**src/rtl/bxt_pkg.sv**
```systemverilog
package bxt_pkg;
  localparam int BXT_BX_W      = 12;
  localparam int BXT_TS_W      = 9;
  localparam int BXT_ERR_W     = 8;
  localparam int BXT_CLR_LEN   = 64;
  localparam int BXT_SYNC_W    = 32;

  typedef enum logic [2:0] {
    BXT_CMD_NONE  = 3'd0,
    BXT_CMD_FERST = 3'd1,
    BXT_CMD_BCRST = 3'd2,
    BXT_CMD_SYNC  = 3'd3,
    BXT_CMD_SNAP  = 3'd4,
    BXT_CMD_CAL   = 3'd5
  } bxt_cmd_e;
endpackage

```
**src/rtl/bxt_capture.sv**
```systemverilog
module bxt_capture #(
  parameter int W = 8
) (
  input  logic         clk,
  input  logic         rst_n,
  input  logic         en,
  input  logic [W-1:0] d,
  output logic [W-1:0] q
);
  always_ff @(posedge clk or negedge rst_n) begin
    if (!rst_n)  q <= '0;
    else if (en) q <= d;
  end
endmodule

```
**src/rtl/bxt_bunch_counter.sv**
```systemverilog
module bxt_bunch_counter #(
  parameter int BX_W  = 12,
  parameter int ERR_W = 8
) (
  input  logic             clk,
  input  logic             rst_n,
  input  logic             bc_rst,
  input  logic [BX_W-1:0]  offset,
  input  logic [BX_W-1:0]  expected,
  output logic [BX_W-1:0]  bx,
  output logic [ERR_W-1:0] err_cnt,
  output logic [BX_W-1:0]  err_bx,
  output logic             mismatch
);
  localparam logic [BX_W-1:0]  BX_ONE  = 1;
  localparam logic [ERR_W-1:0] ERR_ONE = 1;
  localparam logic [ERR_W-1:0] ERR_TOP = '1;

  function automatic logic [BX_W-1:0] bx_step(input logic [BX_W-1:0] c);
    return c + BX_ONE;
  endfunction

  function automatic logic [ERR_W-1:0] err_bump(input logic [ERR_W-1:0] e);
    return (e == ERR_TOP) ? e : e + ERR_ONE;
  endfunction

  assign mismatch = bc_rst && (bx != expected);

  always_ff @(posedge clk or negedge rst_n) begin
    if (!rst_n)      bx <= '0;
    else if (bc_rst) bx <= offset;
    else             bx <= bx_step(bx);
  end

  always_ff @(posedge clk or negedge rst_n) begin
    if (!rst_n) begin
      err_cnt <= '0;
      err_bx  <= '0;
    end else if (mismatch) begin
      err_cnt <= err_bump(err_cnt);
      err_bx  <= bx;
    end
  end
endmodule

```
**src/rtl/bxt_clear_seq.sv**
```systemverilog
module bxt_clear_seq #(
  parameter int CLR_CYCLES = 64
) (
  input  logic clk,
  input  logic rst_n,
  input  logic start,
  output logic clearing
);
  localparam int CW = $clog2(CLR_CYCLES + 1);
  localparam logic [CW-1:0] LOAD = CW'(CLR_CYCLES);
  localparam logic [CW-1:0] C_ONE = 1;

  logic [CW-1:0] remain;

  always_ff @(posedge clk or negedge rst_n) begin
    if (!rst_n)               remain <= '0;
    else if (start)           remain <= LOAD;
    else if (remain != '0)    remain <= remain - C_ONE;
  end

  assign clearing = (remain != '0);
endmodule

```
**src/rtl/bxt_fast_ctrl.sv**
```systemverilog
module bxt_fast_ctrl
  import bxt_pkg::*;
#(
  parameter int BX_W       = BXT_BX_W,
  parameter int TS_W       = BXT_TS_W,
  parameter int ERR_W      = BXT_ERR_W,
  parameter int CLR_CYCLES = BXT_CLR_LEN,
  parameter int SYNC_W     = BXT_SYNC_W
) (
  input  logic              clk,
  input  logic              rst_n,
  input  logic              cmd_fe_rst,
  input  logic              cmd_bc_rst,
  input  logic              cmd_sync,
  input  logic              cmd_snap,
  input  logic              cmd_cal,
  input  logic [BX_W-1:0]   cfg_offset,
  input  logic [BX_W-1:0]   cfg_expected,
  input  logic [SYNC_W-1:0] cfg_sync_word,
  output logic [BX_W-1:0]   bx_count,
  output logic [TS_W-1:0]   timestamp,
  output logic              buf_clear,
  output logic              clear_busy,
  output logic              sync_send,
  output logic [SYNC_W-1:0] sync_word,
  output logic              cal_pulse,
  output logic [ERR_W-1:0]  err_count,
  output logic [BX_W-1:0]   err_last_bx,
  output logic [BX_W-1:0]   snap_bx,
  output logic [ERR_W-1:0]  snap_err,
  output logic [BX_W-1:0]   snap_last_bx
);
  localparam int SNAP_W = 2 * BX_W + ERR_W;

  logic              bc_mismatch;
  logic              clearing;
  logic [SNAP_W-1:0] snap_d;
  logic [SNAP_W-1:0] snap_q;

  bxt_bunch_counter #(.BX_W(BX_W), .ERR_W(ERR_W)) u_cnt (
    .clk      (clk),
    .rst_n    (rst_n),
    .bc_rst   (cmd_bc_rst),
    .offset   (cfg_offset),
    .expected (cfg_expected),
    .bx       (bx_count),
    .err_cnt  (err_count),
    .err_bx   (err_last_bx),
    .mismatch (bc_mismatch)
  );

  assign timestamp = bx_count[TS_W-1:0];

  bxt_clear_seq #(.CLR_CYCLES(CLR_CYCLES)) u_clr (
    .clk      (clk),
    .rst_n    (rst_n),
    .start    (cmd_fe_rst),
    .clearing (clearing)
  );

  assign buf_clear  = clearing;
  assign clear_busy = clearing;

  assign snap_d = {bx_count, err_count, err_last_bx};

  bxt_capture #(.W(SNAP_W)) u_snap (
    .clk   (clk),
    .rst_n (rst_n),
    .en    (cmd_snap),
    .d     (snap_d),
    .q     (snap_q)
  );

  assign snap_bx      = snap_q[SNAP_W-1 -: BX_W];
  assign snap_err     = snap_q[BX_W +: ERR_W];
  assign snap_last_bx = snap_q[BX_W-1:0];

  bxt_capture #(.W(SYNC_W)) u_sync (
    .clk   (clk),
    .rst_n (rst_n),
    .en    (cmd_sync),
    .d     (cfg_sync_word),
    .q     (sync_word)
  );

  always_ff @(posedge clk or negedge rst_n) begin
    if (!rst_n) begin
      sync_send <= 1'b0;
      cal_pulse <= 1'b0;
    end else begin
      sync_send <= cmd_sync;
      cal_pulse <= cmd_cal;
    end
  end
endmodule

```
**config.mk**
```make
export PLATFORM = sky130hd
export DESIGN_NAME = bxt_fast_ctrl
export DESIGN_NICKNAME = d
export VERILOG_FILES = /design/src/rtl/bxt_pkg.sv /design/src/rtl/bxt_capture.sv /design/src/rtl/bxt_bunch_counter.sv /design/src/rtl/bxt_clear_seq.sv /design/src/rtl/bxt_fast_ctrl.sv
export SDC_FILE = /design/constraint.sdc
export NUM_CORES = 1
export LEC_CHECK = 0
export BUFFER_PORTS_ARGS = -buffer_cell sky130_fd_sc_hd__buf_2
export CAP_MARGIN = 20
export CORE_AREA = 2 2 97 145
export CTS_CLUSTER_SIZE = 25
export DETAILED_ROUTE_END_ITERATION = 6
export DIE_AREA = 0 0 99 147
export GPL_TIMING_DRIVEN = 1
export PLACE_DENSITY_LB_ADDON = 0.12
export SYNTH_ARGS = -nofsm -noshare
export SYNTH_HDL_FRONTEND = slang
export SYNTH_SLANG_ARGS = --single-unit
```
**constraint.sdc**
```tcl
create_clock -name clk -period 2.3 [get_ports clk]
set_input_delay 0.23 -clock clk [delete_from_list [all_inputs] [get_ports clk]]
set_output_delay 0.23 -clock clk [all_outputs]
set_load 0.05 [all_outputs]
```
Yosys cells after proc, flatten, opt, wreduce, memory -nomap -nowiden

Index checks and enable logic that the tools add are counted.

Logic and storage cells: 21
Memory bits (read-only): 0
Memories: 0
Input bits: 63
Latch bits: 0
Memory bits (writable): 0
Register bits: 105
Output and inout port bits: 109

Shift-type cells: 0
Reductions and logical operators: 4
Bitwise logic cells: 1
Eq/ne operators: 2
Add/sub/neg operators: 3
Div/mod/pow operators: 0
$mul: 0
Multiplexer cells: 3
Magnitude comparators: 0

Operators by type and width:

| kind                                             | number |
|---|---|
| two-way mux 7 bit                                | 2 |
| adder 12 x 1 -> 12 bit, second input constant    | 1 |
| two-way mux 12 bit                               | 1 |
| inequality test 12 bit                           | 1 |
| adder 8 x 1 -> 8 bit, second input constant      | 1 |
| == test 8 bit, second input constant             | 1 |
| nonzero test 7 bit                               | 1 |
| subtractor 7 x 1 -> 7 bit, second input constant | 1 |
| AND reduction 2 bit                              | 1 |
| nonzero test 2 bit                               | 1 |
| logical AND 1 bit                                | 1 |
| NOT 1 bit                                        | 1 |

Longest topological paths before layout

Depth after elaboration: 3
Gate-level depth with buffers: 7

Cells and area by module

Synthesis repeated with hierarchy kept, for this count alone.

Cell total of the unflattened synthesis: 329
Area, all modules: 4789.6 um^2

Modules (own cells, without submodules):

| module            | seq. area each (um^2) | times used | cells each | area an instance (um^2) |
|---|---|---|---|---|
| bxt_capture       | 800.8                 | 2          | 68         | 1345.0 |
| bxt_bunch_counter | 800.8                 | 1          | 142        | 1585.3 |
| bxt_clear_seq     | 175.2                 | 1          | 39         | 389.1 |
| bxt_fast_ctrl     | 50.0                  | 1          | 12         | 125.1 |

Least setup slack after synthesis

Ideal clock, no wire load.

Path kind: register -> register
Start: register u_cnt.bx[3]
End: register u_cnt.err_bx[5]
Library setup time: 125 ps
Buffers on the path: 2
Arrival: 1922 ps
Stages on the path, launching flop included: 7
Path slack: 253 ps
Cells stage by stage: dfrtp_1 buf_2 xnor2_1 nand4_1 o31ai_2 buf_2 mux2_2

Word-level cells in the longest chain between the ends: 2

Ends and longest elaborated chain:

| what                     | line                    | source |
|---|---|---|
| start: declaration       | bxt_bunch_counter.sv:10 | `output logic [BX_W-1:0] bx,` |
| start signal: assignment | bxt_bunch_counter.sv:31 | `else if (bc_rst) bx <= offset;` |
| start signal: assignment | bxt_bunch_counter.sv:32 | `else bx <= bx_step(bx);` |
| inequality test 12 bit   | bxt_bunch_counter.sv:27 | `assign mismatch = bc_rst && (bx != expected);` |
| logical AND 1 bit        | bxt_bunch_counter.sv:27 |  |
| end signal: assignment   | bxt_bunch_counter.sv:38 | `err_bx <= '0;` |
| end signal: assignment   | bxt_bunch_counter.sv:41 | `err_bx <= bx;` |
| end: declaration         | bxt_bunch_counter.sv:12 | `output logic [BX_W-1:0] err_bx,` |

No other way between the ends.
A chain may end at the register's enable or synchronous reset.

Final worst setup path

Start: register u_clr.remain[4]
End: output port buf_clear

Word-level cells in the longest chain between the ends: 1

Ends and longest elaborated chain:

| what                     | line                | source |
|---|---|---|
| start: declaration       | bxt_clear_seq.sv:13 | `logic [CW-1:0] remain;` |
| start signal: assignment | bxt_clear_seq.sv:18 | `else if (remain != '0) remain <= remain - C_ONE;` |
| nonzero test 7 bit       | bxt_clear_seq.sv:21 | `assign clearing = (remain != '0);` |
| end: declaration         | bxt_fast_ctrl.sv:22 | `output logic buf_clear,` |

No other way between the ends.

==> metrics.md <==
| Metric | Value |
|---|---|
| Status | `completed` |
| Number of H-tree levels | `3` |
| Setup bufs post-CTS | `0` |
| Critical path arrival | `1.86 ns` |
| Final Max Tran Viols | `0` |
| Req. time, crit path | `2.07 ns` |
| Tcrit/Tclk final | `90.9%` |
| Pwr Density | `1200 nW/um2` |
| Dpl hpwl | `7560 um` |
| Setup TNS Final | `0 ns` |
| Pin count of the biggest net entering global routing | `39` |
| Die area | `14600 um2` |
| Max Fclk | `0.478 GHz` |
| Sink Count | `105` |
| Drt total wl | `10200 um` |
| Routed vias/inst | `4.59` |
| Final antenna-violating net count | `0` |
| Vias in the first global route | `3249` |
| # DRC | `0` |
| RSZ-0062 raised after global routing | `false` |
| Initial antenna violation count | `0` |
| Worst Skew | `0.00601 ns` |
| Die Span Y | `147 um` |
| Fin. Hold Viols | `0` |
| CTS Buf Count | `9` |
| Worst slew pin tran | `0.723 ns` |
| Initial Util | `33.3%` |
| Crit Path Category | `reg -> out` |
| Final setup fails | `0` |
| Post-CTS resize count | `0` |
| I/O pin count | `172` |
| Synth Flop Type | `dfrtp_1` |
| Synth warnings | `0` |
| DR pass1 iterations | `4` |
| Routability Congestion | `0.763` |
| HP Class | `in -> reg` |
| Die X | `99 um` |
| MaxCap Viol Count | `0` |
| CP startpoint kind | `register` |
| Root Buffer | `clkbuf_16` |
| Post-synthesis average cell area | `13.4 um2` |
| Total gr overflow | `0` |
| Seq cells post-synth | `105` |
| Mapped Cells | `332` |
| Ratio of cells with drive above 1 in the final layout | `55.8%` |
| Seq/Total Area, Yosys | `59.2%` |
| GRT Total Usage | `14.4%` |
| CORE AREA | `13300 um2` |
| Async set-or-reset flop fraction in the synthesized netlist | `100%` |
| Final Hold Slack | `0.0862 ns` |
| Routed vias | `3060` |
| Clk_lat worst skew | `0.34 ns` |
| Site Rows | `52` |
| Antenna Cells | `0` |
| Peak supply drop | `0.495 mV` |
| Max clock buf depth | `2` |
| Mapped Nets | `398` |
| CTS tree | `yes` |
| Power, Total | `6950 uW` |
| Mapped cell area | `4440 um2` |
| Wirelength per Cell | `15.2 um` |
| Final net count | `565` |
| Final core occ | `43.5%` |
| Drt first-iter violations | `77` |
| Clock transition at the registers of the reported paths | `0.07 ns` |
| Max_slew headroom | `51.8%` |
| Layout area overhead | `30.9%` |
| CP endpoint kind | `output pin` |
| Most frequent cells in the layout | `170 x buf_2, 105 x dfrtp_1, 77 x mux2_2` |
| Lkg Pwr | `0.00277 uW` |
| I/O Buffers | `171` |
| Synth cell types | `34` |
| Number of flops mapped to enable cells by yosys | `0` |
| Commonest non-fill, non-tap cell in the layout | `buf_2` |
| First-pass GRT wire length | `16600 um` |
| Final min period | `2.09 ns` |
| Crit-path max FO | `8` |
==> kinds of logic (layout without fill, tap and decap cells) <==
kind of cell             count (synthesis)  after routing  share of synthesized area, %
AO/OA/AOI/OAI                           22             22                          3.02
adder cells (fa/ha/maj)                  3              3                         0.846
buffers and inverters                   35            207                          4.17
flip-flops                             105            105                          59.2
AND/OR/NAND/NOR                         60             60                          6.99
XOR/XNOR                                28             28                          5.53
multiplexers                            79             79                          20.2
==> Yosys cell counts, types with 2 or more instances <==
cell | count | area [um2]
or3_1 | 4 | 25.0
buf_4 | 11 | 82.6
mux2_2 | 77 | 867
or4_1 | 2 | 15.0
a21oi_1 | 3 | 15.0
nand2_1 | 17 | 63.8
and3_1 | 3 | 18.8
nor3_1 | 3 | 15.0
nand3_1 | 7 | 35.0
buf_2 | 4 | 20.0
xnor2_1 | 19 | 166
inv_1 | 8 | 30.0
nor2_1 | 14 | 52.6
clkbuf_1 | 5 | 18.8
mux2_4 | 2 | 30.0
dfrtp_1 | 105 | 2630
ha_1 | 3 | 37.5
buf_1 | 6 | 22.5
xor2_1 | 9 | 78.8
nand4_1 | 4 | 25.0
o21ai_0 | 13 | 65.1
==> what timing repair did <==
item,in CTS,in global routing
setup endpoints to repair,0,2
endpoints found under the hold margin,35,0
hold buffers,2,0
==> flip-flops by register name, indices dropped and copies added, names as in the netlist <==
signal and count:
cal_pulse 1, sync_send 1, u_clr.remain 7, u_cnt.bx 12, u_cnt.err_bx 12, u_cnt.err_cnt 8
u_snap.q 32, u_sync.q 32
==> layer usage <==
layer	vias up	share of wire, %	wire length [um]	track usage (%)
li1	1465	-	-	-
met1	1470	41	4130	17.4
met2	118	51	5170	24.6
met3	7	7.1	723	3.85
met4	0	1.3	130	4.73
met5	-	0	0	0
==> worst paths after layout <==
path,from,to,slack (ns),depth (start not counted)
min,cfg_offset[10],u_cnt.bx[10]$_DFF_PN0_,0.09,3
max in group asynchronous,rst_n,u_sync.q[10]$_DFFE_PN0P_,1.10,3
min in group asynchronous,rst_n,u_sync.q[14]$_DFFE_PN0P_,0.40,2
max,u_clr.remain[4]$_DFFE_PN0P_,buf_clear,0.21,4
min reg2reg,u_snap.q[29]$_DFFE_PN0P_,u_snap.q[29]$_DFFE_PN0P_,0.50,1
max reg2reg,u_cnt.bx[5]$_DFF_PN0_,u_cnt.err_cnt[2]$_DFFE_PN0P_,0.40,6
==> through the flow <==
stage          cells  cell area (um2)  setup WS [ns]
6_report         666             5810          0.208
5_1_grt          666             5810         0.0476
4_1_cts          666             5810          0.123
3_5_place_dp     648             5440          0.406
3_3_place_gp     648             5440          0.459
2_1_floorplan    332             4440          0.253
==> worst max-delay path, stage by stage, from the launching register on <==
cell,delay (ns)
dfrtp_1,0.39
or2_2,0.35
nor4_4,0.43
inv_1,0.12
buf_2,0.23
==> layout make-up <==
cell class	instances	area, um2
clock buffers	9	225
inverters	8	30.0
well taps	162	203
flip-flops and latches	105	2630
clock inverters	7	124
multi-input cells	192	1630
repair buffers	183	966
fillers	1299	7530
==> power by group <==
group          total, uW  internal, uW  leakage (uW)  switching, uW
clock               1790          1080      0.000172            709
combinational       2610           742       0.00134           1870
sequential          2550          2230       0.00125            321
No activity file was read; power rests on OpenSTA's default activity.
